===== config.mk =====
export PLATFORM = sky130hd
export DESIGN_NAME = page_wbuf
export DESIGN_NICKNAME = d
export VERILOG_FILES = /design/src/rtl/page_wbuf_pkg.sv /design/src/rtl/page_wbuf_fifo.sv /design/src/rtl/page_wbuf_page.sv /design/src/rtl/page_wbuf_engine.sv /design/src/rtl/page_wbuf.sv
export SDC_FILE = /design/constraint.sdc
export NUM_CORES = 1
export LEC_CHECK = 0
export BUFFER_PORTS_ARGS = -buffer_cell sky130_fd_sc_hd__buf_4
export CAP_MARGIN = 20
export CELL_PAD_IN_SITES_DETAIL_PLACEMENT = 1
export CELL_PAD_IN_SITES_GLOBAL_PLACEMENT = 1
export CORE_MARGIN = 2
export CORE_UTILIZATION = 46
export CTS_CLUSTER_DIAMETER = 150
export CTS_CLUSTER_SIZE = 20
export DETAILED_ROUTE_END_ITERATION = 16
export GPL_ROUTABILITY_DRIVEN = 0
export GPL_TIMING_DRIVEN = 0
export PLACE_DENSITY = 0.78
export SLEW_MARGIN = 20
export SYNTH_ARGS = -nofsm -noshare
export SYNTH_HDL_FRONTEND = slang
export SYNTH_SLANG_ARGS = --single-unit

===== constraint.sdc =====
create_clock -name clk_i -period 6.48 [get_ports clk_i]
set_clock_uncertainty 0.2 [all_clocks]
set_input_delay 0.972 -clock clk_i [delete_from_list [all_inputs] [get_ports clk_i]]
set_output_delay 0.972 -clock clk_i [all_outputs]
set_load 0.01 [all_outputs]

===== src/rtl/page_wbuf_pkg.sv =====
package page_wbuf_pkg;
  typedef enum logic [1:0] {
    OP_IDLE = 2'd0,
    OP_WR   = 2'd1,
    OP_RD   = 2'd2
  } mem_op_e;
endpackage


===== src/rtl/page_wbuf_fifo.sv =====
module page_wbuf_fifo #(
  parameter int DEPTH = 6,
  parameter int AW    = 32,
  parameter int DW    = 32,
  parameter int PGLSB = 12,
  localparam int PW   = $clog2(DEPTH),
  localparam int CW   = $clog2(DEPTH + 1)
) (
  input  logic            clk_i,
  input  logic            rst_ni,
  input  logic            push_i,
  input  logic [AW-1:0]   push_addr_i,
  input  logic [DW-1:0]   push_data_i,
  input  logic            pop_i,
  input  logic [AW-1:0]   probe_addr_i,
  output logic            full_o,
  output logic            empty_o,
  output logic [CW-1:0]   fill_o,
  output logic [AW-1:0]   head_addr_o,
  output logic [DW-1:0]   head_data_o,
  output logic [AW-PGLSB-1:0] nxt_pg_o,
  output logic            probe_hit_o
);
  logic [AW-1:0]    addr_q [DEPTH];
  logic [DW-1:0]    data_q [DEPTH];
  logic [DEPTH-1:0] vld_q;
  logic [DEPTH-1:0] hit_v;
  logic [PW-1:0]    hd_q, tl_q;
  logic [CW-1:0]    fill_q;
  logic [AW-1:0]    nxt_addr;

  function automatic logic [PW-1:0] ptr_inc(input logic [PW-1:0] p);
    return (p == PW'(DEPTH - 1)) ? '0 : p + PW'(1);
  endfunction

  always_ff @(posedge clk_i) begin
    if (push_i) begin
      addr_q[tl_q] <= push_addr_i;
      data_q[tl_q] <= push_data_i;
    end
  end

  always_ff @(posedge clk_i or negedge rst_ni) begin
    if (!rst_ni) begin
      vld_q  <= '0;
      hd_q   <= '0;
      tl_q   <= '0;
      fill_q <= '0;
    end else begin
      if (pop_i) begin
        vld_q[hd_q] <= 1'b0;
        hd_q        <= ptr_inc(hd_q);
      end
      if (push_i) begin
        vld_q[tl_q] <= 1'b1;
        tl_q        <= ptr_inc(tl_q);
      end
      case ({push_i, pop_i})
        2'b10:   fill_q <= fill_q + CW'(1);
        2'b01:   fill_q <= fill_q - CW'(1);
        default: fill_q <= fill_q;
      endcase
    end
  end

  // slot being retired this cycle no longer blocks a read
  for (genvar i = 0; i < DEPTH; i++) begin : g_probe
    assign hit_v[i] = vld_q[i] && (addr_q[i] == probe_addr_i) &&
                      !(pop_i && (hd_q == PW'(i)));
  end

  assign nxt_addr    = addr_q[ptr_inc(hd_q)];
  assign nxt_pg_o    = nxt_addr[AW-1:PGLSB];
  assign probe_hit_o = |hit_v;
  assign full_o      = (fill_q == CW'(DEPTH));
  assign empty_o     = (fill_q == '0);
  assign fill_o      = fill_q;
  assign head_addr_o = addr_q[hd_q];
  assign head_data_o = data_q[hd_q];
endmodule


===== src/rtl/page_wbuf_page.sv =====
module page_wbuf_page #(
  parameter int PGW = 20
) (
  input  logic           clk_i,
  input  logic           rst_ni,
  input  logic           set_i,
  input  logic [PGW-1:0] set_pg_i,
  input  logic           clr_i,
  input  logic [PGW-1:0] cand_pg_i,
  output logic           fast_o
);
  logic           open_vld_q;
  logic [PGW-1:0] open_pg_q;
  logic           eff_vld;
  logic [PGW-1:0] eff_pg;

  always_ff @(posedge clk_i or negedge rst_ni) begin
    if (!rst_ni) begin
      open_vld_q <= 1'b0;
      open_pg_q  <= '0;
    end else if (clr_i) begin
      open_vld_q <= 1'b0;
    end else if (set_i) begin
      open_vld_q <= 1'b1;
      open_pg_q  <= set_pg_i;
    end
  end

  // a store retiring this cycle defines the page for a back-to-back start
  assign eff_vld = set_i | open_vld_q;
  assign eff_pg  = set_i ? set_pg_i : open_pg_q;
  assign fast_o  = eff_vld && (eff_pg == cand_pg_i);
endmodule


===== src/rtl/page_wbuf_engine.sv =====
module page_wbuf_engine
  import page_wbuf_pkg::*;
#(
  parameter int FAST_CYC = 1,
  parameter int SLOW_CYC = 5,
  parameter int RD_CYC   = 2
) (
  input  logic    clk_i,
  input  logic    rst_ni,
  input  logic    rd_req_i,
  input  logic    wr_avail_i,
  input  logic    wr_fast_i,
  output mem_op_e op_o,
  output logic    done_o,
  output logic    start_rd_o
);
  localparam int MAXC = (SLOW_CYC > RD_CYC) ? SLOW_CYC : RD_CYC;
  localparam int CTW  = $clog2(MAXC + 1);

  mem_op_e        op_q;
  logic [CTW-1:0] cnt_q;
  logic           done, free, start_rd, start_wr;

  always_comb begin
    done     = (op_q != OP_IDLE) && (cnt_q == '0);
    free     = (op_q == OP_IDLE) || done;
    start_rd = free && rd_req_i && (op_q != OP_RD);
    start_wr = free && !start_rd && wr_avail_i;
  end

  always_ff @(posedge clk_i or negedge rst_ni) begin
    if (!rst_ni) begin
      op_q  <= OP_IDLE;
      cnt_q <= '0;
    end else if (start_rd) begin
      op_q  <= OP_RD;
      cnt_q <= CTW'(RD_CYC - 1);
    end else if (start_wr) begin
      op_q  <= OP_WR;
      cnt_q <= wr_fast_i ? CTW'(FAST_CYC - 1) : CTW'(SLOW_CYC - 1);
    end else if (done) begin
      op_q  <= OP_IDLE;
    end else if (op_q != OP_IDLE) begin
      cnt_q <= cnt_q - CTW'(1);
    end
  end

  assign op_o       = op_q;
  assign done_o     = done;
  assign start_rd_o = start_rd;
endmodule


===== src/rtl/page_wbuf.sv =====
module page_wbuf
  import page_wbuf_pkg::*;
#(
  parameter int DEPTH     = 6,
  parameter int AW        = 32,
  parameter int DW        = 32,
  parameter int PAGE_BITS = 12,
  parameter int FAST_CYC  = 1,
  parameter int SLOW_CYC  = 5,
  parameter int RD_CYC    = 2
) (
  input  logic          clk_i,
  input  logic          rst_ni,
  input  logic          st_valid_i,
  input  logic [AW-1:0] st_addr_i,
  input  logic [DW-1:0] st_data_i,
  output logic          st_stall_o,
  input  logic          rd_valid_i,
  input  logic [AW-1:0] rd_addr_i,
  output logic          mem_req_o,
  output logic          mem_we_o,
  output logic [AW-1:0] mem_addr_o,
  output logic [DW-1:0] mem_wdata_o,
  output logic          mem_done_o
);
  localparam int PGW = AW - PAGE_BITS;
  localparam int CW  = $clog2(DEPTH + 1);

  logic           full, empty, push, pop, probe_hit;
  logic [CW-1:0]  fill;
  logic [AW-1:0]  head_addr, rd_addr_q;
  logic [DW-1:0]  head_data;
  logic [PGW-1:0] nxt_pg, cand_pg;
  logic           wr_avail, wr_fast, done, start_rd;
  mem_op_e        op;

  assign push     = st_valid_i && !full;
  assign pop      = done && (op == OP_WR);
  assign wr_avail = pop ? (fill >= CW'(2)) : !empty;
  assign cand_pg  = pop ? nxt_pg : head_addr[AW-1:PAGE_BITS];

  page_wbuf_fifo #(
    .DEPTH(DEPTH), .AW(AW), .DW(DW), .PGLSB(PAGE_BITS)
  ) u_fifo (
    .clk_i        (clk_i),
    .rst_ni       (rst_ni),
    .push_i       (push),
    .push_addr_i  (st_addr_i),
    .push_data_i  (st_data_i),
    .pop_i        (pop),
    .probe_addr_i (rd_addr_i),
    .full_o       (full),
    .empty_o      (empty),
    .fill_o       (fill),
    .head_addr_o  (head_addr),
    .head_data_o  (head_data),
    .nxt_pg_o     (nxt_pg),
    .probe_hit_o  (probe_hit)
  );

  page_wbuf_page #(.PGW(PGW)) u_page (
    .clk_i     (clk_i),
    .rst_ni    (rst_ni),
    .set_i     (pop),
    .set_pg_i  (head_addr[AW-1:PAGE_BITS]),
    .clr_i     (start_rd),
    .cand_pg_i (cand_pg),
    .fast_o    (wr_fast)
  );

  page_wbuf_engine #(
    .FAST_CYC(FAST_CYC), .SLOW_CYC(SLOW_CYC), .RD_CYC(RD_CYC)
  ) u_engine (
    .clk_i      (clk_i),
    .rst_ni     (rst_ni),
    .rd_req_i   (rd_valid_i && !probe_hit),
    .wr_avail_i (wr_avail),
    .wr_fast_i  (wr_fast),
    .op_o       (op),
    .done_o     (done),
    .start_rd_o (start_rd)
  );

  always_ff @(posedge clk_i or negedge rst_ni) begin
    if (!rst_ni)       rd_addr_q <= '0;
    else if (start_rd) rd_addr_q <= rd_addr_i;
  end

  assign st_stall_o  = st_valid_i && full;
  assign mem_req_o   = (op != OP_IDLE);
  assign mem_we_o    = (op == OP_WR);
  assign mem_addr_o  = (op == OP_WR) ? head_addr : rd_addr_q;
  assign mem_wdata_o = (op == OP_WR) ? head_data : '0;
  assign mem_done_o  = done;
endmodule


* Word level (Yosys, flattened, before mapping)
Memories as Yosys holds them, arrays and structs flattened. Index checks and enable logic that the tools add are counted.
Storage, ports and cells: register bits after elaboration 73, memory bits (writable) 384, input bits 100, output and inout bits 68, logic and storage cells 122, memories 2
Memories:
- u_fifo.addr_q | words 6, bits a word 32, rd ports 8, clocked after Yosys merged registers in 0, wr ports 1, RTL line page_wbuf_fifo.sv:24 | logic [AW-1:0] addr_q [DEPTH];
- u_fifo.data_q | words 6, bits a word 32, rd ports 1, clocked after Yosys merged registers in 0, wr ports 1, RTL line page_wbuf_fifo.sv:25 | logic [DW-1:0] data_q [DEPTH];
Operators by class: $add $sub $neg 5, $lt $le $gt $ge 5, equal/unequal tests 19, muxes and demuxes 26, bitwise gates (word level) 4, reduce and logical (&&, ||, !) cells 52
Operators by type and width (count):
- equality test 32 bit | 6
- 2-to-1 mux 32 bit | 2
- 2-to-1 mux 20 bit | 2
- logical AND 1 bit | 30
- 2-to-1 mux 3 bit | 7
- equality test 20 bit | 1
- equality test 3 bit, second input constant | 4
- 2-to-1 mux 6 bit | 2
- logical NOT 1 bit | 10
- adder 3 x 1 -> 3 bit, second input constant | 3
- logical NOT 3 bit | 3
- less-than comparator 3 x 4 -> 1 bit, second input constant | 2
- 2-to-1 mux 1 bit | 7
- AND 6 bit | 1
- demux 1 bit (select 3 bit) | 2
- equality test 3 x 2 -> 1 bit, second input constant | 2
- greater-or-equal comparator 3 x 1 -> 1 bit, second input constant | 2
- 2-to-1 mux 2 bit | 3
- inverter 6 bit | 1
- OR 6 bit | 1
- one-hot mux 3 bit (2 select lines) | 1
- nonzero test 2 bit | 3
- nonzero test 3 bit | 2
- OR reduction 6 bit | 1
- other kinds (11) | 13

* Depth between registers and ports, before layout
Gate-level depths: netlist (run 1).
word-level depth 16, mapped depth 16, mapped depth without buffers 12

* Modules after synthesis
From an unflattened synthesis (run 1), not the netlist that was laid out.
Unflattened totals: cells, all modules 1514, area total of the unflattened synthesis 24730.0 sq um
By module, submodules not included:
- page_wbuf_fifo | times used 1, cells each 1211, area an instance 20981.4 sq um, seq. area each 13828.3 sq um
- page_wbuf | times used 1, cells each 170, area an instance 2189.6 sq um, seq. area each 800.8 sq um
- page_wbuf_page | times used 1, cells each 100, area an instance 1246.2 sq um, seq. area each 525.5 sq um
- page_wbuf_engine | times used 1, cells each 33, area an instance 312.8 sq um, seq. area each 125.1 sq um

* Worst setup path after synthesis (run 1)
No wires, ideal clock.
path type input to register, start point in st_valid_i, end point mem u_fifo.addr_q[0][0] (enable), setup time 0.565 ns, arrival time 5.720 ns, data required time 5.715 ns, slack -0.005 ns, cell stages on the path 3, path buffers 0, cell sequence nand2_1 or2_2 nor3_1
On the way: word-level cells in the longest chain between the ends 3
RTL lines:
- start, declared | RTL line page_wbuf.sv:14 | input logic st_valid_i,
- logical AND 1 bit | RTL line page_wbuf.sv:37 | assign push = st_valid_i && !full;
- 2-to-1 mux 1 bit | RTL line page_wbuf_fifo.sv:37 | if (push_i) begin
- 2-to-1 mux 1 bit (not written as such) | RTL line page_wbuf_fifo.sv:38 | addr_q[tl_q] <= push_addr_i;
- end, declared | RTL line page_wbuf_fifo.sv:24
Every way passes these cells.

* Worst setup path in the final report (run 1)
start point reg u_fifo.hd_q[2], end point reg u_engine.cnt_q[2]
On the way: word-level cells in the longest chain between the ends 14, elaborated cells between the ends (all ways) 45, classes of those cells add/sub: 1; eq/ne: 7; mux: 6; reduce/logical: 30; memory: 1
RTL lines:
- start, declared | RTL line page_wbuf_fifo.sv:28 | logic [PW-1:0] hd_q, tl_q;
- start signal, assigned | RTL line page_wbuf_fifo.sv:52 | hd_q <= ptr_inc(hd_q);
- parallel branches: the longest is 14 deep, another holds memory read (6 x 32 bit)
- end signal, assigned | RTL line page_wbuf_engine.sv:37 | cnt_q <= CTW'(RD_CYC - 1);
- end signal, assigned | RTL line page_wbuf_engine.sv:40 | cnt_q <= wr_fast_i ? CTW'(FAST_CYC - 1) : CTW'(SLOW_CYC - 1);
- end signal, assigned | RTL line page_wbuf_engine.sv:44 | cnt_q <= cnt_q - CTW'(1);
- end, declared | RTL line page_wbuf_engine.sv:21 | logic [CTW-1:0] cnt_q;
Parallel ways; which one is timed is not known. A chain may end at the register's enable or synchronous reset.

==> results of run 1 <==
==> final cells by class <==
type,instances,share of cell area (%)
sequential,521,54.6
multi-input combinational,963,30.6
timing repair buffer,167,5.84
tap,688,3.07
clock buffer,54,3.00
buffer,113,2.35
inverter,26,0.348
clock inverter,2,0.179
antenna,1,0.00894
==> worst paths after layout <==
kind | from | to | slack [ns] | cells after the start
setup / recovery | u_fifo.hd_q[2]$_DFFE_PN0P_ | u_engine.cnt_q[2]$_DFFE_PN0P_ | 0.30 | 15
hold reg to reg | u_page.open_pg_q[15]$_DFFE_PN0N_ | u_page.open_pg_q[15]$_DFFE_PN0N_ | 0.29 | 2
setup reg to reg | u_fifo.hd_q[2]$_DFFE_PN0P_ | u_engine.cnt_q[2]$_DFFE_PN0P_ | 0.30 | 15
hold / removal | rst_ni | u_engine.cnt_q[1]$_DFFE_PN0P_ | 0.16 | 1
min in group clk_i | u_page.open_pg_q[15]$_DFFE_PN0N_ | u_page.open_pg_q[15]$_DFFE_PN0N_ | 0.29 | 2
max in group asynchronous | rst_ni | rd_addr_q[2]$_DFFE_PN0P_ | 5.32 | 1
==> through the flow <==
stage	area [µm²]	setup slack [ns]	std cells	total power [mW]	hold slack (ns)
floorplan	24600	0.145	1623	8.10	0.250
global placement	26400	-4.84	2446	10.2	0.261
detailed placement	27100	0.585	2478	10.5	0.276
CTS	28000	0.554	2534	12.5	0.297
global route	28000	0.311	2534	13.0	0.220
finish	28000	0.301	2535	12.5	0.160
==> cell families after synthesis <==
logic type | count (synthesis) | share of synthesized area (%)
AO/OA/AOI/OAI | 207 | 5.67
buffers and inverters | 139 | 3.08
XOR/XNOR | 221 | 7.88
flip-flops | 521 | 62.2
adder cells (fa/ha/maj) | 5 | 0.285
multiplexers | 232 | 14.9
AND/OR/NAND/NOR | 298 | 5.95
==> routing by layer <==
metal / up-vias / share of wire [%] / GRT usage (%)
li1: 6590 / - / -
met2: 927 / 47 / 48.0
met1: 8282 / 37 / 37.3
met4: 4 / 6.5 / 15.7
met3: 259 / 9.4 / 6.02
met5: - / 0.037 / 0
==> where the power goes <==
part | total [mW] | switching, mW | internal, mW
Clock | 2.03 | 1.14 | 0.893
Sequential | 4.63 | 0.323 | 4.30
Combinational | 5.87 | 3.49 | 2.38
==> critical path, delay by kind of cell, from the launching register on <==
family	cells	cell delay, ns
XOR/XNOR	1	0.17
adder cells (fa/ha/maj)	1	0.36
flip-flops	1	0.43
AND/OR/NAND/NOR	2	0.89
AO/OA/AOI/OAI	3	1.00
multiplexers	1	0.33
buffers and inverters	7	2.60
==> sequential cells by signal (all words and copies together) (netlist names) <==
name / count
rd_addr_q: 32
u_engine.cnt_q: 3
u_engine.op_o: 2
u_fifo.addr_q: 256
u_fifo.data_q: 192
u_fifo.fill_o: 3
u_fifo.hd_q: 3
u_fifo.tl_q: 3
u_fifo.vld_q: 6
u_page.open_pg_q: 20
u_page.open_vld_q: 1
==> cell usage in the layout (no fill, tap or decap), types with 7 or more instances in the layout <==
cell type / netlist / routed
sky130_fd_sc_hd__xnor2_1: 120 / 120
sky130_fd_sc_hd__nor2_4: 3 / 7
sky130_fd_sc_hd__o21ai_0: 65 / 64
sky130_fd_sc_hd__buf_4: 7 / 150
sky130_fd_sc_hd__nor2b_1: 10 / 10
sky130_fd_sc_hd__o211ai_1: 7 / 7
sky130_fd_sc_hd__buf_6: 13 / 15
sky130_fd_sc_hd__nor2_1: 68 / 64
sky130_fd_sc_hd__nand4_1: 32 / 32
sky130_fd_sc_hd__nand2b_1: 8 / 8
sky130_fd_sc_hd__edfxtp_1: 448 / 448
sky130_fd_sc_hd__mux4_2: 95 / 95
sky130_fd_sc_hd__clkbuf_16: 0 / 30
sky130_fd_sc_hd__mux2_2: 19 / 19
sky130_fd_sc_hd__dfrtp_1: 73 / 73
sky130_fd_sc_hd__nor3_1: 11 / 9
sky130_fd_sc_hd__buf_16: 0 / 16
sky130_fd_sc_hd__a21oi_1: 14 / 14
sky130_fd_sc_hd__a31oi_1: 21 / 21
sky130_fd_sc_hd__a211oi_1: 42 / 42
sky130_fd_sc_hd__nand3_1: 15 / 15
sky130_fd_sc_hd__xor2_1: 101 / 101
sky130_fd_sc_hd__nand2_1: 96 / 96
sky130_fd_sc_hd__mux2i_1: 89 / 89
sky130_fd_sc_hd__nor4_1: 31 / 31
sky130_fd_sc_hd__buf_2: 61 / 61
sky130_fd_sc_hd__mux2_4: 24 / 24
sky130_fd_sc_hd__inv_1: 23 / 23
sky130_fd_sc_hd__clkbuf_1: 23 / 47
==> out/summary.txt, run 1 <==
RUN STATUS
---------------------------------------------------------------------------------
Run status ......................................................... finished clean

DIE
---------------------------------------------------------------------------------
Initial standard-cell utilization of the core ......................        46.6%
I/O pins ...........................................................          168
Die Area ...........................................................   55,300 µm²
Standard-cell row count ............................................           84
Die boundary width .................................................       235 µm
Total core area ....................................................   52,700 µm²
Die Y-Extent .......................................................       235 µm

GRT
---------------------------------------------------------------------------------
Via count of the first global-routing pass .........................       17,060
First-pass GRT wire length .........................................       119 mm
GRT Total Usage ....................................................        29.5%
Largest net degree at the start of global routing ..................           74
Initial antenna violation count ....................................            3
Total grt overflow .................................................            0

FINISH
---------------------------------------------------------------------------------
Footprint of the multi-input gates .................................     8580 µm²
Net count of the finished layout ...................................        1,927
Sequential standard cell area ......................................   15,300 µm²
Area added between synthesis and finish ............................        14.0%
Final Util .........................................................        53.2%
Fraction of layout cells with a size suffix above 1 ................        24.4%
Filler cells .......................................................        5,051

HOLD PATH
---------------------------------------------------------------------------------
Kind of path behind the tightest hold check ........................     in2async

DRT
---------------------------------------------------------------------------------
Number of remaining DRC errors .....................................            0
Mean routed wirelength per cell ....................................      32.4 µm
Initial DRC Count ..................................................        1,834
Vias ...............................................................       16,062
Remaining antenna violation count after routing ....................            0
Drt pass-1 iters ...................................................            5
Routed via count divided by cell count .............................         6.34
Total wire length after detailed routing ...........................      82.1 mm

POWER AND IR DROP
---------------------------------------------------------------------------------
Pwr/cell area ......................................................   447 nW/µm²
Max rail drop VDD ..................................................     0.302 mV
LEAKAGE ............................................................      9.70 nW

PLACE
---------------------------------------------------------------------------------
Count of port buffers added during placement .......................          135
Post-detailed-placement half-perimeter wirelength ..................      61.3 mm

YOSYS
---------------------------------------------------------------------------------
Post-Syn Area per Cell .............................................     15.1 µm²
Synth async-reset ratio ............................................        14.0%
Post-synthesis instance area .......................................   24,600 µm²
Synth warnings .....................................................            0
Commonest cells in the netlist ..................................... sky130_fd_sc_hd__edfxtp_1 (448), sky130_fd_sc_hd__xnor2_1 (120), sky130_fd_sc_hd__xor2_1 (101), sky130_fd_sc_hd__nand2_1 (96), sky130_fd_sc_hd__mux4_2 (95)
Cell types occupying the most area after synthesis ................. sky130_fd_sc_hd__edfxtp_1 (55%), sky130_fd_sc_hd__mux4_2 (8.7%), sky130_fd_sc_hd__dfrtp_1 (7.4%)
Post-synth EDFFs ...................................................          448
Dominant register cell in the synthesized netlist .................. sky130_fd_sc_hd__edfxtp_1
Library cell occupying the most area in the post-synthesis netlist . sky130_fd_sc_hd__edfxtp_1
Most numerous cell in the Yosys netlist ............................ sky130_fd_sc_hd__edfxtp_1
Post-synth net total ...............................................        1,728
Number of distinct library cells after synthesis ...................           72
Cells after synthesis ..............................................        1,623
Share of Yosys cell area claimed by the top area cell type .........        54.8%
Synthesized flop and latch total ...................................          521
Fraction of the yosys area taken by sequential cells ...............        62.2%

CLOCK NETWORK
---------------------------------------------------------------------------------
Cts bufs inserted ..................................................           30
CTS max path bufs ..................................................            3
Number of hold buffers added after cts .............................            0
Later-pin clock latency in the skew report .........................      0.64 ns
Total setup buffers inserted after CTS .............................            0
Clock tree root buffer cell ........................................ sky130_fd_sc_hd__clkbuf_16
Clock sinks ........................................................          521
Post_cts resized ...................................................            0
TritonCTS clock tree ...............................................        built
Number of H-tree levels ............................................            1
Clock transition at the registers of the reported paths ............      0.09 ns

STA
---------------------------------------------------------------------------------
Actual slew at the worst max-slew pin ..............................      1.18 ns
Ratio of final minimum period to clock period ......................        95.3%
Max-slew headroom ..................................................        20.4%
Highest Clock Rate .................................................    0.162 GHz
Fin. Hold Viols ....................................................            0
Final setup vio count ..............................................            0
Post-route setup TNS ...............................................         0 ns
Final-report max-slew violation count ..............................            0
Final worst path period need .......................................      6.18 ns
Setup repair after global routing missed its margin ................           no

CRITICAL PATH
---------------------------------------------------------------------------------
CP max stage cell .................................................. sky130_fd_sc_hd__clkbuf_1
Worst EP arrival ...................................................      6.47 ns
Highest cell delay on the worst timing path ........................      0.79 ns
CP Capture Type ....................................................         flop
Critical-path cell list ............................................ buf_6 -> buf_4 -> inv_2 -> buf_1 -> clkbuf_1 -> ha_1 -> buf_2 -> nor2_4 -> buf_6 -> mux4_2 -> a211oi_1 -> a21oi_1 -> xnor2_1 -> nor4_1 -> a31oi_1
Setup CP Type ......................................................      reg2reg
Data required time at the worst endpoint ...........................      6.77 ns
Max Fanout on Critical Path ........................................           10
Most used cell along the critical path ............................. sky130_fd_sc_hd__buf_6
Type of origin of the critical path ................................         flop

FLOW RUN
---------------------------------------------------------------------------------
MaxCap Viol Count ..................................................            0

Power figures use the tool's default switching activity.
==> run 2, diff against run 1 <==
CORE_UTILIZATION = 40   (was 46)
CTS_BUF_LIST = sky130_fd_sc_hd__clkbuf_8   (was not set)
PLACE_DENSITY = 0.67   (was 0.78)
clock period = 7.7 ns   (was 6.48 ns; I/O delays follow)
==> run 2 against run 1 <==
- design area shrank 0.98%
- combinational power down 16%
- non-clock buffer count increased by 6
- largest cell class unchanged
==> out/summary.txt, run 2 (synthesized netlist as in run 1, its figures left out) <==
PLACE
----------------------------------------------------------------------
Placed insts ............................................        2,577   +4.0%
Count of port buffers added during placement ............          135   unchanged
Post-detailed-placement half-perimeter wirelength .......      62.2 mm   +1.5%
Post-placement worst setup slack ........................      1.70 ns   +1.11 ns

FINISH
----------------------------------------------------------------------
Largest registers ....................................... u_fifo.addr_q: 256 flops, u_fifo.data_q: 192 flops, rd_addr_q: 32 flops
Final Util ..............................................        45.8%   -7.4 points
Non-filler cells, final .................................        2,633   +3.9%
Filler cells ............................................        6,037   +20%
Commonest non-fill, non-tap cells in the layout ......... sky130_fd_sc_hd__edfxtp_1 (448), sky130_fd_sc_hd__buf_4 (157), sky130_fd_sc_hd__xnor2_1 (120), sky130_fd_sc_hd__xor2_1 (101), sky130_fd_sc_hd__nand2_1 (96)
Area added between synthesis and finish .................        12.9%
Number of flip-flops under the largest register name ....          256   unchanged
Net count of the finished layout ........................        1,933   +0.31%
Reg with most FFs ....................................... u_fifo.addr_q
Sequential standard cell area ...........................   15,300 µm²   unchanged
Most common cell after layout, fill and taps aside ...... sky130_fd_sc_hd__edfxtp_1
Fraction of layout cells with a size suffix above 1 .....        24.6%   +0.27 points
Footprint of the multi-input gates ......................     8570 µm²   about the same

GRT
----------------------------------------------------------------------
Most utilized layer in the global route result ..........         met2
Met1 track demand over resource .........................        35.2%   -2.2 points
First-pass GRT wire length ..............................       119 mm   about the same
GRT Total Usage .........................................        26.3%   -3.2 points
Total grt overflow ......................................            0   unchanged
Initial antenna violation count .........................            8   +5
Met2 layer usage reported by global route ...............        43.3%   -4.7 points
Met3 usage in global routing ............................        4.42%   -1.6 points
Via count of the first global-routing pass ..............       16,278   -4.6%
Largest net degree at the start of global routing .......           74   unchanged

CRITICAL PATH
----------------------------------------------------------------------
CP max stage cell ....................................... sky130_fd_sc_hd__buf_1
Data required time at the worst endpoint ................      8.08 ns   +1.31 ns
Reg-to-reg setup timing slack ...........................      1.52 ns   +1.22 ns
Buffers plus inverters on the worst setup path ..........            7   unchanged
Type of origin of the critical path .....................         flop
Depth of the worst register-to-register path ............           15   unchanged
Max Fanout on Critical Path .............................           10   unchanged
Most used cell along the critical path .................. sky130_fd_sc_hd__buf_6
Highest cell delay on the worst timing path .............      0.80 ns   about the same
CP Capture Type .........................................         flop
Setup CP Type ...........................................      reg2reg
Delay-heaviest family, CP ............................... buffers and inverters
Critical-path cell list ................................. buf_6 -> buf_4 -> inv_2 -> buf_1 -> clkbuf_1 -> ha_1 -> buf_2 -> nor2_4 -> buf_6 -> mux4_2 -> a211oi_1 -> a21oi_1 -> xnor2_1 -> nor4_1 -> a31oi_1
Worst EP arrival ........................................      6.56 ns   +0.09 ns
Worst r2r dst ........................................... u_engine.cnt_q[2]$_DFFE_PN0P_
Reg2reg start ........................................... u_fifo.hd_q[2]$_DFFE_PN0P_

DIE
----------------------------------------------------------------------
Total core area .........................................   60,600 µm²   +15%
Standard-cell row count .................................           90   +7.1%
Die Y-Extent ............................................       252 µm   +7.1%
I/O pins ................................................          168   unchanged
Initial standard-cell utilization of the core ...........        40.5%   -6.1 points
Die Area ................................................   63,400 µm²   +15%
Die boundary width ......................................       252 µm   +7.1%

STA
----------------------------------------------------------------------
Ratio of final minimum period to clock period ...........        80.3%   -15 points
Fin. Hold Viols .........................................            0   unchanged
Setup repair after global routing missed its margin .....           no
PnR worst setup slack ...................................      1.52 ns   +1.22 ns
Highest Clock Rate ......................................    0.162 GHz   about the same
Actual slew at the worst max-slew pin ...................      1.08 ns   -0.104 ns
Max-slew headroom .......................................        27.7%   +7.2 points
Post-route setup TNS ....................................         0 ns   unchanged
Final setup vio count ...................................            0   unchanged
Final worst path period need ............................      6.18 ns   +0.000798 ns
Final-report max-slew violation count ...................            0   unchanged

DRT
----------------------------------------------------------------------
Total wire length after detailed routing ................      83.6 mm   +1.9%
Number of remaining DRC errors ..........................            0   unchanged
Initial DRC Count .......................................        1,510   -18%
Mean routed wirelength per cell .........................      31.7 µm   -1.9%
Routed via count divided by cell count ..................         5.92   -6.5%
Vias ....................................................       15,598   -2.9%
Drt pass-1 iters ........................................            5   unchanged
Remaining antenna violation count after routing .........            0   unchanged

CLOCK NETWORK
----------------------------------------------------------------------
Clock sinks .............................................          521   unchanged
CTS max path bufs .......................................            3   unchanged
Clock transition at the registers of the reported paths .      0.14 ns   +0.05 ns
Cts bufs inserted .......................................           30   unchanged
Number of hold buffers added after cts ..................            0   unchanged
Clock tree root buffer cell ............................. sky130_fd_sc_hd__clkbuf_8
Post_cts resized ........................................            0   unchanged
Later-pin clock latency in the skew report ..............      0.72 ns   +0.08 ns
Total setup buffers inserted after CTS ..................            0   unchanged
Number of H-tree levels .................................            1   unchanged
TritonCTS clock tree ....................................        built

HOLD PATH
----------------------------------------------------------------------
Kind of path behind the tightest hold check .............     in2async

POWER AND IR DROP
----------------------------------------------------------------------
LEAKAGE .................................................      9.64 nW   -0.66%
Max rail drop VDD .......................................     0.202 mV   -33%
Pwr/cell area ...........................................   364 nW/µm²   -19%
Power after layout ......................................      10.1 mW   -19%

FLOW RUN
----------------------------------------------------------------------
MaxCap Viol Count .......................................            0   unchanged

RUN STATUS
----------------------------------------------------------------------
Run status .............................................. finished clean

## run 2: cell count changes in the layout (fill, tap and decap cells not counted), moves of 3 or more
cell                        before  now
sky130_fd_sc_hd__clkbuf_16      30    0
sky130_fd_sc_hd__clkbuf_8        0   30
sky130_fd_sc_hd__clkbuf_1       47   23
sky130_fd_sc_hd__inv_1          23   45
sky130_fd_sc_hd__buf_4         150  157
sky130_fd_sc_hd__buf_16         16   11
sky130_fd_sc_hd__buf_12          4    8
sky130_fd_sc_hd__buf_8           4    0
sky130_fd_sc_hd__buf_6          15   18
## run 2: report_power, final
| group | switching, mW | leakage [nW] | internal, mW |
|---|---|---|---|
| clock | 0.906 | 0.350 | 0.376 |
| combinational | 2.96 | 4.35 | 1.99 |
| sequential | 0.259 | 4.94 | 3.62 |
| total | 4.12 | 9.64 | 5.98 |
## run 2: worst register-to-register path, stage by stage, from the launching register on
cell	delay, ns
sky130_fd_sc_hd__dfrtp_1	0.44
sky130_fd_sc_hd__buf_6	0.16
sky130_fd_sc_hd__buf_4	0.20
sky130_fd_sc_hd__inv_2	0.28
sky130_fd_sc_hd__buf_1	0.80
sky130_fd_sc_hd__clkbuf_1	0.74
sky130_fd_sc_hd__ha_1	0.37
sky130_fd_sc_hd__buf_2	0.21
sky130_fd_sc_hd__nor2_4	0.38
sky130_fd_sc_hd__buf_6	0.28
sky130_fd_sc_hd__mux4_2	0.35
sky130_fd_sc_hd__a211oi_1	0.64
sky130_fd_sc_hd__a21oi_1	0.12
sky130_fd_sc_hd__xnor2_1	0.17
sky130_fd_sc_hd__nor4_1	0.52
sky130_fd_sc_hd__a31oi_1	0.17
## run 2: area by class of cell
cell class | instances | area share (%)
flip-flops and latches | 521 | 55.1
multi-input cells | 963 | 30.9
inverters | 26 | 0.352
well taps | 782 | 3.53
diodes | 1 | 0.00902
clock buffers | 30 | 1.49
plain buffers | 113 | 2.37
repair buffers | 173 | 5.81
clock inverters | 24 | 0.429
## run 2: worst max path at each step
stage,to,depth (start not counted),from
after floorplan,u_fifo.addr_q[0][0]$_DFFE_PP_,3,st_valid_i
after global placement,u_fifo.data_q[1][23]$_DFFE_PP_,3,st_valid_i
after detailed placement,u_engine.cnt_q[2]$_DFFE_PN0P_,15,u_fifo.hd_q[2]$_DFFE_PN0P_
after CTS,u_engine.cnt_q[2]$_DFFE_PN0P_,15,u_fifo.hd_q[2]$_DFFE_PN0P_
after global routing,u_engine.cnt_q[2]$_DFFE_PN0P_,16,u_fifo.hd_q[2]$_DFFE_PN0P_
final,u_engine.cnt_q[2]$_DFFE_PN0P_,15,u_fifo.hd_q[2]$_DFFE_PN0P_
## run 2: layer usage
metal / routed length (µm) / share of wire (%)
met1: 34100 / 41
met2: 39800 / 48
met3: 5860 / 7.0
met4: 3700 / 4.4
met5: 74 / 0.089
## run 2: stage by stage
step	cell area [µm²]	hold WS [ns]
after floorplan	24600	0.250
after global placement	26600	0.262
after detailed placement	27200	0.270
after CTS	27700	0.300
after global routing	27700	0.291
final	27700	0.251
==> run 3, diff against run 2 <==
PLACE_DENSITY = 0.69   (was 0.67)
clock period = 5 ns   (was 7.7 ns; I/O delays follow)
==> run 3 against run 2 <==
- setup slack worse by 1.4 ns
- sequential power is 54% higher
- via count grew 0.79%
- die area unchanged
- count of clock-buffer cells in the layout unchanged
- register-to-register slack worse by 1.4 ns
- design area rose by 1.3%
- global-route usage increased by 0.067 points
- clock power up 55%
==> out/summary.txt, run 3 (synthesized netlist as in run 1, its figures left out) <==
STA
--------------------------------------------------------------------------
Fin. Hold Viols .............................................            0   unchanged
Final setup vio count .......................................            0   unchanged
Setup repair after global routing missed its margin .........           no
Final-report max-slew violation count .......................            0   unchanged
Final worst path period need ................................      4.86 ns   -1.32 ns
Ratio of final minimum period to clock period ...............        97.3%   +17 points
Post-route setup TNS ........................................         0 ns   unchanged
Highest Clock Rate ..........................................    0.206 GHz   +27%
Max-slew headroom ...........................................        20.0%   -7.6 points
Actual slew at the worst max-slew pin .......................      1.19 ns   +0.110 ns

CLOCK NETWORK
--------------------------------------------------------------------------
Clock transition at the registers of the reported paths .....      0.14 ns   about the same
Later-pin clock latency in the skew report ..................      0.73 ns   about the same
Number of H-tree levels .....................................            1   unchanged
Total setup buffers inserted after CTS ......................            0   unchanged
Cts bufs inserted ...........................................           30   unchanged
TritonCTS clock tree ........................................        built
CTS max path bufs ...........................................            3   unchanged
Clock tree root buffer cell ................................. sky130_fd_sc_hd__clkbuf_8
Clock sinks .................................................          521   unchanged

DRT
--------------------------------------------------------------------------
Number of remaining DRC errors ..............................            0   unchanged
Mean routed wirelength per cell .............................      31.3 µm   -1.3%
Total wire length after detailed routing ....................      83.3 mm   -0.31%
Drt pass-1 iters ............................................            7   +2
Initial DRC Count ...........................................        1,620   +7.3%
Vias ........................................................       15,722   +0.79%
Routed via count divided by cell count ......................         5.91   -0.23%
Remaining antenna violation count after routing .............            0   unchanged

FINISH
--------------------------------------------------------------------------
Most common cell after layout, fill and taps aside .......... sky130_fd_sc_hd__edfxtp_1
Final Util ..................................................        46.4%   +0.58 points
Reg with most FFs ........................................... u_fifo.addr_q
Footprint of the multi-input gates ..........................     8600 µm²   +0.31%
Area added between synthesis and finish .....................        14.4%
Largest registers ........................................... u_fifo.addr_q: 256 flops, u_fifo.data_q: 192 flops, rd_addr_q: 32 flops
Filler cells ................................................        5,972   -1.1%
Fraction of layout cells with a size suffix above 1 .........        24.3%   -0.30 points
Sequential standard cell area ...............................   15,300 µm²   unchanged
Net count of the finished layout ............................        1,958   +1.3%
Non-filler cells, final .....................................        2,660   +1.0%
Commonest non-fill, non-tap cells in the layout ............. sky130_fd_sc_hd__edfxtp_1 (448), sky130_fd_sc_hd__buf_4 (141), sky130_fd_sc_hd__xnor2_1 (120), sky130_fd_sc_hd__xor2_1 (101)
Number of flip-flops under the largest register name ........          256   unchanged

CRITICAL PATH
--------------------------------------------------------------------------
Worst r2r dst ............................................... u_engine.cnt_q[2]$_DFFE_PN0P_
Worst EP arrival ............................................      5.25 ns   -1.31 ns
Max Fanout on Critical Path .................................           10   unchanged
Setup CP Type ...............................................      reg2reg
Reg2reg start ............................................... u_fifo.hd_q[2]$_DFFE_PN0P_
Buffers plus inverters on the worst setup path ..............            7   unchanged
Critical-path cell list ..................................... buf_6 -> buf_4 -> inv_2 -> clkbuf_4 -> clkbuf_4 -> ha_1 -> buf_2 -> nor2_4 -> buf_6 -> mux4_2 -> a211oi_2 -> a21oi_1 -> xnor2_1 -> nor4_2 -> a31oi_1
Data required time at the worst endpoint ....................      5.38 ns   -2.70 ns
Depth of the worst register-to-register path ................           15   unchanged
Reg-to-reg setup timing slack ...............................      0.14 ns   -1.38 ns
Highest cell delay on the worst timing path .................      0.48 ns   -0.32 ns
CP max stage cell ........................................... sky130_fd_sc_hd__a211oi_2
Delay-heaviest family, CP ................................... buffers and inverters
CP Capture Type .............................................         flop
Type of origin of the critical path .........................         flop

DIE
--------------------------------------------------------------------------
Die Area ....................................................   63,400 µm²   unchanged
Standard-cell row count .....................................           90   unchanged
Total core area .............................................   60,600 µm²   unchanged
I/O pins ....................................................          168   unchanged
Die boundary width ..........................................       252 µm   unchanged
Initial standard-cell utilization of the core ...............        40.5%   unchanged
Die Y-Extent ................................................       252 µm   unchanged

PLACE
--------------------------------------------------------------------------
Count of port buffers added during placement ................          135   unchanged
Placed insts ................................................        2,571   -0.23%
Post-detailed-placement half-perimeter wirelength ...........      62.2 mm   about the same

GRT
--------------------------------------------------------------------------
Largest net degree at the start of global routing ...........           74   unchanged
First-pass GRT wire length ..................................       120 mm   +0.46%
Initial antenna violation count .............................            8   unchanged
Via count of the first global-routing pass ..................       16,581   +1.9%
GRT Total Usage .............................................        26.4%   +0.067 points
Total grt overflow ..........................................            0   unchanged

HOLD PATH
--------------------------------------------------------------------------
Kind of path behind the tightest hold check .................       in2reg
Hold Path Stages ............................................            1
End point of the worst hold path ............................ u_fifo.data_q[3][2]$_DFFE_PP_
Worst Min Path Start ........................................ st_data_i[2]

POWER AND IR DROP
--------------------------------------------------------------------------
Clock share of power ........................................        12.7%   about the same
Pwr/cell area ...............................................   556 nW/µm²   +53%
Relative contribution of combinational cells to total power .        49.1%   +0.2 points
LEAKAGE .....................................................      9.76 nW   +1.3%
Power after layout ..........................................      15.6 mW   +54%
Sw Share ....................................................        40.7%   -0.080 points
Internal power component ....................................      9.25 mW   +55%
Switching Power .............................................      6.35 mW   +54%
Max rail drop VDD ...........................................     0.305 mV   +51%
Reg power frac ..............................................        38.2%   -0.2 points

FLOW RUN
--------------------------------------------------------------------------
MaxCap Viol Count ...........................................            0   unchanged

RUN STATUS
--------------------------------------------------------------------------
Run status .................................................. finished clean

run 3: cell count changes in the layout (fill, tap and decap cells not counted), moves of 3 or more:
cell / before / now
sky130_fd_sc_hd__buf_4: 157 / 141
sky130_fd_sc_hd__clkbuf_4: 0 / 3
sky130_fd_sc_hd__clkbuf_1: 23 / 19
sky130_fd_sc_hd__clkbuf_2: 1 / 4
sky130_fd_sc_hd__buf_16: 11 / 5
sky130_fd_sc_hd__dlygate4sd3_1: 0 / 32
sky130_fd_sc_hd__buf_12: 8 / 14
sky130_fd_sc_hd__buf_8: 0 / 11
run 3: power by group through the flow:
stage	Clock, mW	Sequential (mW)	Combinational [mW]
2_1_floorplan	0	5.97	4.52
3_3_place_gp	0	6.13	7.21
3_5_place_dp	0	6.06	7.57
4_1_cts	2.01	5.97	7.64
5_1_grt	2.13	6.05	8.09
6_report	1.98	5.97	7.66
run 3: how the worst max path moves through the flow:
stage / slack, ns / end / depth (start not counted) / start
finish: 0.14 / u_engine.cnt_q[2]$_DFFE_PN0P_ / 15 / u_fifo.hd_q[2]$_DFFE_PN0P_
global route: 0.06 / u_engine.cnt_q[2]$_DFFE_PN0P_ / 16 / u_fifo.hd_q[2]$_DFFE_PN0P_
CTS: 0.008 / u_engine.cnt_q[2]$_DFFE_PN0P_ / 15 / u_fifo.hd_q[2]$_DFFE_PN0P_
detailed placement: -0.86 / u_engine.cnt_q[2]$_DFFE_PN0P_ / 16 / u_fifo.hd_q[2]$_DFFE_PN0P_
global placement: -2.99 / u_fifo.data_q[3][30]$_DFFE_PP_ / 5 / st_valid_i
floorplan: 0.46 / u_fifo.addr_q[4][0]$_DFFE_PP_ / 3 / st_valid_i
run 3: worst register-to-register path: stages (launching register included):
cell,delay [ns]
sky130_fd_sc_hd__dfrtp_1,0.44
sky130_fd_sc_hd__buf_6,0.17
sky130_fd_sc_hd__buf_4,0.21
sky130_fd_sc_hd__inv_2,0.26
sky130_fd_sc_hd__clkbuf_4,0.40
sky130_fd_sc_hd__clkbuf_4,0.37
sky130_fd_sc_hd__ha_1,0.27
sky130_fd_sc_hd__buf_2,0.23
sky130_fd_sc_hd__nor2_4,0.37
sky130_fd_sc_hd__buf_6,0.27
sky130_fd_sc_hd__mux4_2,0.35
sky130_fd_sc_hd__a211oi_2,0.48
sky130_fd_sc_hd__a21oi_1,0.11
sky130_fd_sc_hd__xnor2_1,0.18
sky130_fd_sc_hd__nor4_2,0.31
sky130_fd_sc_hd__a31oi_1,0.14
run 3: layer usage:
layer  part of all wire (%)  vias to the layer above  GRT usage, %
li1                       -                     6628             -
met1                     40                     8166          35.0
met2                     47                      729          42.7
met3                    7.9                      191          5.10
met4                    5.0                        8          10.8
met5                  0.066                        -             0
run 3: what timing repair did:
item / in CTS / in global routing
pin swaps: 0 / 1
endpoints found under the setup margin: 1 / 5
endpoints found under the hold margin: 171 / 70
gates cloned: 0 / 0
hold buffers: 31 / 1
resized for setup: 7 / 10
run 3: cell type report:
| type | instances | share of cell area (%) |
|---|---|---|
| antenna | 1 | 0.00891 |
| buffer | 113 | 2.39 |
| clock buffer | 30 | 1.47 |
| clock inverter | 26 | 0.450 |
| inverter | 26 | 0.348 |
| multi-input combinational | 963 | 30.6 |
| sequential | 521 | 54.4 |
| tap | 782 | 3.48 |
| timing repair buffer | 198 | 6.82 |
run 3: metrics by stage:
stage / area (µm²) / setup WS [ns] / hold slack, ns
after global routing: 28100 / 0.0604 / 0.0209
final: 28100 / 0.137 / 0.0455
after global placement: 26600 / -2.99 / 0.262
after CTS: 28100 / 0.00779 / 0.000387
after detailed placement: 27200 / -0.864 / 0.274
after floorplan: 24600 / 0.459 / 0.250
